## src/rtl/dbg_route_pkg.sv

```systemverilog
package dbg_route_pkg;
    localparam int TRC_BIT  = 24;
    localparam int REQ_BIT  = 19;
    localparam int STEP_BIT = 18;
    localparam int PEND_BIT = 17;
    localparam int EN_BIT   = 16;
    localparam int VC_LSB   = 4;
    localparam int VCC_BIT  = 0;

    localparam int FL_HALT  = 0;
    localparam int FL_BKPT  = 1;
    localparam int FL_VCAT  = 2;
    localparam int FL_EXT   = 3;
    localparam int FL_DEVT  = 4;
    localparam int NFLAG    = 5;

    typedef enum logic [1:0] {
        ST_RUN       = 2'd0,
        ST_WAIT_DONE = 2'd1,
        ST_HALTED    = 2'd2
    } core_st_e;

    typedef struct packed {
        logic             to_halt;
        logic             to_mon;
        logic             to_fault;
        logic [NFLAG-1:0] flag_set;
    } route_t;
endpackage

```

## src/rtl/dbg_monctl_reg.sv

```systemverilog
module dbg_monctl_reg
    import dbg_route_pkg::*;
#(
    parameter int DW     = 32,
    parameter int NUM_FC = 7
) (
    input  logic              clk,
    input  logic              por_n,
    input  logic              sys_rst,
    input  logic              wr_en,
    input  logic [DW-1:0]     wr_data,
    input  logic              mon_ack,
    input  logic              hw_pend,
    output logic [DW-1:0]     rd_data,
    output logic              trace_q,
    output logic              mon_en_q,
    output logic              mon_pend_q,
    output logic [NUM_FC-1:0] vc_q,
    output logic              vcc_q
);
    logic step_q, req_q;
    logic en_n, pend_n, step_n, req_n;
    logic unused_wr_bits;

    assign unused_wr_bits = ^wr_data;

    // Debug domain: cleared by power-on reset only
    always_ff @(posedge clk or negedge por_n) begin
        if (!por_n) begin
            trace_q <= 1'b0;
            vc_q    <= '0;
            vcc_q   <= 1'b0;
        end else if (wr_en) begin
            trace_q <= wr_data[TRC_BIT];
            vc_q    <= wr_data[VC_LSB +: NUM_FC];
            vcc_q   <= wr_data[VCC_BIT];
        end
    end

    // Monitor bits: write, then ack, then hardware pend, then system reset
    always_comb begin
        en_n   = mon_en_q;
        pend_n = mon_pend_q;
        step_n = step_q;
        req_n  = req_q;
        if (wr_en) begin
            en_n   = wr_data[EN_BIT];
            pend_n = wr_data[PEND_BIT];
            step_n = wr_data[STEP_BIT];
            req_n  = wr_data[REQ_BIT];
        end
        if (mon_ack) pend_n = 1'b0;
        if (hw_pend) begin
            pend_n = 1'b1;
            req_n  = 1'b0;
        end
    end

    always_ff @(posedge clk or negedge por_n) begin
        if (!por_n) begin
            mon_en_q   <= 1'b0;
            mon_pend_q <= 1'b0;
            step_q     <= 1'b0;
            req_q      <= 1'b0;
        end else if (sys_rst) begin
            mon_en_q   <= 1'b0;
            mon_pend_q <= 1'b0;
            step_q     <= 1'b0;
            req_q      <= 1'b0;
        end else begin
            mon_en_q   <= en_n;
            mon_pend_q <= pend_n;
            step_q     <= step_n;
            req_q      <= req_n;
        end
    end

    always_comb begin
        rd_data                     = '0;
        rd_data[TRC_BIT]            = trace_q;
        rd_data[REQ_BIT]            = req_q;
        rd_data[STEP_BIT]           = step_q;
        rd_data[PEND_BIT]           = mon_pend_q;
        rd_data[EN_BIT]             = mon_en_q;
        rd_data[VC_LSB +: NUM_FC]   = vc_q;
        rd_data[VCC_BIT]            = vcc_q;
    end

    // system reset clears the monitor group
    a_r3_sysrst_clears_mon: assert property (@(posedge clk) disable iff (!por_n)
        sys_rst |=> (!mon_en_q && !mon_pend_q && !step_q && !req_q));
    // system reset leaves the debug domain alone
    a_r3_sysrst_keeps_dbg: assert property (@(posedge clk) disable iff (!por_n)
        (sys_rst && !wr_en) |=> ($stable(trace_q) && $stable(vc_q) && $stable(vcc_q)));
    // ack clears pend when nothing re-pends it
    a_r10_ack_clears: assert property (@(posedge clk) disable iff (!por_n)
        (mon_ack && !hw_pend && !wr_en) |=> !mon_pend_q);
endmodule

```

## src/rtl/dbg_event_route.sv

```systemverilog
module dbg_event_route
    import dbg_route_pkg::*;
#(
    parameter int NUM_FC = 7
) (
    input  logic              halt_en,
    input  logic              mon_en,
    input  logic              ev_bkpt_insn,
    input  logic              ev_cmp_bkpt,
    input  logic              ev_ext_req,
    input  logic              ev_halt_cmd,
    input  logic [NUM_FC-1:0] fault_pulse,
    input  logic [NUM_FC-1:0] vc_en,
    input  logic              core_rst_evt,
    input  logic              vcc_en,
    output route_t            rt
);
    logic [NUM_FC-1:0] class_hit;
    logic caught, bp, dbg_on;

    for (genvar k = 0; k < NUM_FC; k++) begin : g_catch
        assign class_hit[k] = fault_pulse[k] & vc_en[k];
    end

    always_comb begin
        caught = (|class_hit) | (core_rst_evt & vcc_en);
        bp     = ev_bkpt_insn | ev_cmp_bkpt;
        dbg_on = halt_en | mon_en;

        rt.to_halt  = halt_en & (bp | ev_ext_req | ev_halt_cmd | caught);
        rt.to_mon   = ~halt_en & mon_en & (bp | ev_ext_req);
        rt.to_fault = ~halt_en & ~mon_en & ev_bkpt_insn;

        rt.flag_set          = '0;
        rt.flag_set[FL_HALT] = halt_en & ev_halt_cmd;
        rt.flag_set[FL_BKPT] = (bp & dbg_on) | rt.to_fault;
        rt.flag_set[FL_VCAT] = halt_en & caught;
        rt.flag_set[FL_EXT]  = ev_ext_req & dbg_on;
        rt.flag_set[FL_DEVT] = rt.to_fault;
    end
endmodule

```

## src/rtl/dbg_halt_fsm.sv

```systemverilog
module dbg_halt_fsm
    import dbg_route_pkg::*;
(
    input  logic clk,
    input  logic por_n,
    input  logic go_halt,
    input  logic insn_done,
    input  logic resume,
    output logic halt_req,
    output logic core_halted
);
    core_st_e st_q, st_n;

    always_ff @(posedge clk or negedge por_n) begin
        if (!por_n) st_q <= ST_RUN;
        else        st_q <= st_n;
    end

    always_comb begin
        st_n = st_q;
        unique case (st_q)
            ST_RUN:       if (go_halt)             st_n = ST_WAIT_DONE;
            ST_WAIT_DONE: if (insn_done)           st_n = ST_HALTED;
            ST_HALTED:    if (resume && !go_halt)  st_n = ST_RUN;
            default:                               st_n = ST_RUN;
        endcase
    end

    always_comb begin
        halt_req    = (st_q == ST_WAIT_DONE);
        core_halted = (st_q == ST_HALTED);
    end

    // request holds until the instruction completes
    a_r5_wait_holds: assert property (@(posedge clk) disable iff (!por_n)
        (halt_req && !insn_done) |=> (halt_req && !core_halted));
    // completion moves to halted
    a_r5_done_halts: assert property (@(posedge clk) disable iff (!por_n)
        (halt_req && insn_done) |=> core_halted);
endmodule

```

## src/rtl/dbg_fault_flags.sv

```systemverilog
module dbg_fault_flags #(
    parameter int NF = 5
) (
    input  logic          clk,
    input  logic          por_n,
    input  logic [NF-1:0] set_in,
    input  logic          clr_we,
    input  logic [NF-1:0] clr_mask,
    output logic [NF-1:0] flags
);
    for (genvar i = 0; i < NF; i++) begin : g_flag
        logic q;
        always_ff @(posedge clk or negedge por_n) begin
            if (!por_n)                      q <= 1'b0;
            else if (set_in[i])              q <= 1'b1;
            else if (clr_we && clr_mask[i])  q <= 1'b0;
        end
        assign flags[i] = q;

        // a flag only drops on a write-1 clear
        a_r11_sticky: assert property (@(posedge clk) disable iff (!por_n)
            (q && !(clr_we && clr_mask[i])) |=> q);
    end
endmodule

```

## src/rtl/dbg_event_router.sv

```systemverilog
module dbg_event_router
    import dbg_route_pkg::*;
#(
    parameter int DW     = 32,
    parameter int NUM_FC = 7
) (
    input  logic              clk,
    input  logic              por_n,
    input  logic              sys_rst,
    input  logic              halt_en,
    input  logic              cfg_we,
    input  logic [DW-1:0]     cfg_wdata,
    output logic [DW-1:0]     cfg_rdata,
    input  logic              sts_clr_we,
    input  logic [NFLAG-1:0]  sts_clr,
    input  logic              ev_bkpt_insn,
    input  logic              ev_cmp_bkpt,
    input  logic              ev_ext_req,
    input  logic              ev_halt_cmd,
    input  logic [NUM_FC-1:0] fault_pulse,
    input  logic              core_rst_evt,
    input  logic              insn_done,
    input  logic              resume,
    input  logic              mon_ack,
    output logic              halt_req,
    output logic              core_halted,
    output logic              mon_pend,
    output logic              hard_fault,
    output logic              trace_en,
    output logic [NFLAG-1:0]  dbg_status
);
    logic              mon_en_q, vcc_q;
    logic [NUM_FC-1:0] vc_q;
    route_t            rt;

    dbg_monctl_reg #(.DW(DW), .NUM_FC(NUM_FC)) u_reg (
        .clk(clk), .por_n(por_n), .sys_rst(sys_rst),
        .wr_en(cfg_we), .wr_data(cfg_wdata), .mon_ack(mon_ack),
        .hw_pend(rt.to_mon), .rd_data(cfg_rdata), .trace_q(trace_en),
        .mon_en_q(mon_en_q), .mon_pend_q(mon_pend), .vc_q(vc_q), .vcc_q(vcc_q)
    );

    dbg_event_route #(.NUM_FC(NUM_FC)) u_route (
        .halt_en(halt_en), .mon_en(mon_en_q),
        .ev_bkpt_insn(ev_bkpt_insn), .ev_cmp_bkpt(ev_cmp_bkpt),
        .ev_ext_req(ev_ext_req), .ev_halt_cmd(ev_halt_cmd),
        .fault_pulse(fault_pulse), .vc_en(vc_q),
        .core_rst_evt(core_rst_evt), .vcc_en(vcc_q), .rt(rt)
    );

    dbg_halt_fsm u_fsm (
        .clk(clk), .por_n(por_n), .go_halt(rt.to_halt),
        .insn_done(insn_done), .resume(resume),
        .halt_req(halt_req), .core_halted(core_halted)
    );

    dbg_fault_flags #(.NF(NFLAG)) u_flags (
        .clk(clk), .por_n(por_n), .set_in(rt.flag_set),
        .clr_we(sts_clr_we), .clr_mask(sts_clr), .flags(dbg_status)
    );

    always_ff @(posedge clk or negedge por_n) begin
        if (!por_n) hard_fault <= 1'b0;
        else        hard_fault <= rt.to_fault;
    end

    // escalation only when both debug paths are off
    a_r9_no_fault_when_enabled: assert property (@(posedge clk) disable iff (!por_n)
        (ev_bkpt_insn && (halt_en || mon_en_q)) |=> !hard_fault);
    // escalation pulses and records its cause
    a_r9_escalate: assert property (@(posedge clk) disable iff (!por_n)
        (ev_bkpt_insn && !halt_en && !mon_en_q) |=>
            (hard_fault && dbg_status[FL_BKPT] && dbg_status[FL_DEVT]));
    // halt path wins over the monitor path
    a_r4_halt_blocks_mon: assert property (@(posedge clk) disable iff (!por_n)
        (halt_en && !mon_pend && !cfg_we && (ev_bkpt_insn || ev_cmp_bkpt || ev_ext_req))
            |=> (!mon_pend && (halt_req || core_halted)));
    // monitor routing pends the exception
    a_r8_mon_pend_set: assert property (@(posedge clk) disable iff (!por_n)
        (!halt_en && mon_en_q && ev_ext_req && !sys_rst) |=> mon_pend);
    // no halt is started while halt debug is off
    a_r7_no_halt_when_off: assert property (@(posedge clk) disable iff (!por_n)
        (!halt_en && !halt_req) |=> !halt_req);
endmodule

```

## config.mk

```make
export PLATFORM = sky130hd
export DESIGN_NAME = dbg_event_router
export DESIGN_NICKNAME = d
export VERILOG_FILES = /design/src/rtl/dbg_route_pkg.sv /design/src/rtl/dbg_monctl_reg.sv /design/src/rtl/dbg_event_route.sv /design/src/rtl/dbg_halt_fsm.sv /design/src/rtl/dbg_fault_flags.sv /design/src/rtl/dbg_event_router.sv
export SDC_FILE = /design/constraint.sdc
export NUM_CORES = 1
export LEC_CHECK = 0
export BUFFER_PORTS_ARGS = -buffer_cell sky130_fd_sc_hd__buf_2
export CAP_MARGIN = 0
export CORE_AREA = 10 10 67 69
export DETAILED_ROUTE_END_ITERATION = 10
export DIE_AREA = 0 0 77 79
export GPL_TIMING_DRIVEN = 0
export PLACE_DENSITY_LB_ADDON = 0.15
export SLEW_MARGIN = 20
export SYNTH_ARGS = -nofsm -noshare
export SYNTH_HDL_FRONTEND = slang
export SYNTH_SLANG_ARGS = --single-unit
export TNS_END_PERCENT = 100
```

## constraint.sdc

```tcl
create_clock -name clk -period 1.5 [get_ports clk]
set_clock_uncertainty 0.2 [all_clocks]
set_input_delay 0.225 -clock clk [delete_from_list [all_inputs] [get_ports clk]]
set_output_delay 0.225 -clock clk [all_outputs]
set_load 0.1 [all_outputs]
```

==> flow_summary_export.csv <==
group,metric,value,unit
min_path,whs_path_depth,3,
synthesis,synth_top_cell_by_area,"dfrtp_1",
cells_and_area,nets,269,
grt,grt-ovfl-total,0,
die,pin_count,100,
synthesis,synthFlopType,"dfrtp_1",
detailed_routing,vias,1076,
synthesis,syn_area_per_cell,11.0,um2
grt,grt_pass1_vias,1272,
synthesis,yosys-top-cells-count,"buf_4 (30), dfrtp_1 (21), nand2_1 (8)",
timing,drv_slew,0,
detailed_routing,drc,0,
place,dpl.cell_count,230,
timing,period_share,103,%
synthesis,seq_area_frac_synth,45.7,%
clocking,clockBufferDepth,2,
timing,final.min_clock_period,1540,ps
min_path,hold_class,"in2reg",
detailed_routing,finalWirelength,3570,um
critical_path,cp-end-kind,"output pin",
clocking,cts_root_buf,"clkbuf_4",
grt,grt_pass1_wl,5770,um
synthesis,synth_top_area_share,45.7,%
place,numPortBuffers,61,
clocking,clock-sinks,21,
synthesis,synth_most_common_cell,"buf_4",
detailed_routing,drtAntennaViolNets,0,
critical_path,critPathLaunchType,"flop",
grt,met3_usage,3.38,%
clocking,clk_latency,300,ps
die,die_h,79,um
critical_path,cp_max_fo,3,
place,pre_cts_slack,-106,ps
pwr,total_power,2420,uW
timing,setup_violations,3,
synthesis,synth-edff-count,0,
cells_and_area,fin_cells,256,
detailed_routing,detail_route.vias_per_cell,4.20,
detailed_routing,first_iter_violations,23,
critical_path,cp_cell_sequence,"nor2b_4 > buf_12",
die,die-area,6080,um2
synthesis,synth_seq_cells,21,
grt,globalRouteTotalUtil,11.3,%
die,coreArea,3230,um2
synthesis,synth_area_leaders,"dfrtp_1 (46%), buf_4 (20%), mux2_1 (6.8%)",
grt,grt_max_degree,22,
job,max_cap_viol_count,0,
critical_path,reg2reg_depth,4,
clocking,cts_made_buffers,3,
pwr,power_density,1190,nW/um2
timing,rsz0062_at_grt,"yes",
timing,finalSetupTns,-74.6,ps
grt,grt_util_met2,21.5,%
clocking,tritoncts,"yes",
grt,met1_usage,11.0,%
timing,hold_slack,-24.1,ps
critical_path,cp.arrival,1120,ps
cells_and_area,area_growth,77.3,%
critical_path,path_class,"reg2out",
synthesis,yosysWarnings,0,
critical_path,crit_slowest_cell,"dfrtp_1",
critical_path,required,1070,ps
die,std_cell_rows,21,
pwr,p_leak,0.00106,uW
pwr,ir_worst_vdd,525,uV
synthesis,synth_cell_types,26,
cells_and_area,antenna_cells,0,
timing,max_freq,649,MHz
grt,grt-busiest-layer,"met2",
synthesis,synthCells,105,
clocking,h-tree-depth,1,
detailed_routing,wl_per_cell,14.0,um
run_status,violations,"hold timing, setup timing",
clocking,cts.clk_slew.worst_paths,110,ps
place,dp_hpwl,2730,um
timing,hold_viol,1,
critical_path,max_stage_delay,430,ps
die,start_util,35.6,%
timing,fin_ws,-42.0,ps
die,die_w,77,um
run_status,outcome,"finished, violations left",
detailed_routing,first_pass_iters,4,
synthesis,synth-async-reset-ratio,100,%
place,gp_congestion,0.812,
grt,antenna_found_initial,0,
synthesis,syn_area,1150,um2
cells_and_area,drive_gt1_share,56.2,%
==> critical path: cells and delay by family, from the launching register on <==
kind / cells / cell delay (ps)
flops: 1 / 430
simple gates: 1 / 200
buf+inv: 1 / 180
==> logic make-up (layout without fill, tap and decap cells) <==
family                 count (synthesis)  after routing  share of synthesized area [%]
other                                  1             19                          0.326
and+or+nand+nor                       23             23                           11.4
muxes                                 13             13                           12.3
DFF                                   21             21                           45.7
buffers and inverters                 33            120                           20.7
AOI/OAI and AO/OA                     14             14                           9.67
==> power by group <==
part / leakage (uW) / internal, uW / switching [uW]
sequential: 0.000238 / 649 / 71.9
combinational: 0.000805 / 470 / 956
clock: 0.0000150 / 104 / 169
==> through the flow <==
step / utilization, % / instance area (um2)
after CTS: 61.6 / 1990
after global routing: 63.1 / 2040
final: 63.1 / 2040
after floorplan: - / 1250
after detailed placement: 50.1 / 1620
after global placement: 50.1 / 1620
==> path summary, 6_finish.rpt <==
check | startpoint | to | slack (ps)
setup / recovery | u_fsm.st_q[1] | core_halted | -40
min in group asynchronous | por_n | u_flags.g_flag[0].q | 210
setup reg to reg | u_reg.vc_q[4] | u_flags.g_flag[2].q | -10
hold reg to reg | u_flags.g_flag[4].q | u_flags.g_flag[4].q | 290
max in group asynchronous | por_n | u_reg.vc_q[0] | 540
hold / removal | cfg_wdata[18] | u_reg.step_q | -20
==> sequential cells by signal, indices dropped and copies added, names as in the netlist <==
register and flops:
hard_fault 1, u_flags.g_flag.q 5, u_fsm.st_q 2, u_reg.mon_en_q 1
u_reg.mon_pend_q 1, u_reg.req_q 1, u_reg.step_q 1, u_reg.trace_q 1
u_reg.vc_q 7, u_reg.vcc_q 1
==> layout by cell type (no fill, tap or decap), types with 2 or more instances in the layout <==
cell type      instances
buf_4                 39
buf_2                 38
dlygate4sd3_1         20
conb_1                19
buf_6                 11
dfrtp_1               10
nand2_1                8
mux2_1                 7
dfrtp_2                7
clkbuf_4               4
mux2i_1                4
a22oi_2                4
buf_12                 4
dfrtp_4                4
nor2_1                 3
nor2b_4                2
a22o_1                 2
o21ai_0                2
nor3b_1                2
inv_1                  2
a21o_1                 2
nor3_1                 2
mux2_2                 2
==> final cells by class <==
type	instances	area, um2
Buffer	30	225
Tap cell	46	57.6
Clock buffer	4	26.3
Inverter	2	7.51
Sequential cell	21	549
Timing Repair Buffer	84	684
Multi-Input combinational cell	69	490
Fill cell	271	1190
==> per-layer routing <==
metal / wire length (um) / share of wire, % / vias up
met1: 1300 / 36 / 504
met4: 68 / 1.9 / 0
met2: 1980 / 55 / 40
met3: 227 / 6.4 / 8
met5: 0 / 0 / -
li1: - / - / 524
==> timing repair <==
action                                  CTS  global route
resized for setup                        37            18
endpoints found under the hold margin    38             0
buffers inserted                          3             0
pin swaps                                 4             3
hold buffers                             21             0
endpoints found under the setup margin   25            20
No activity file was read; power rests on OpenSTA's default activity.
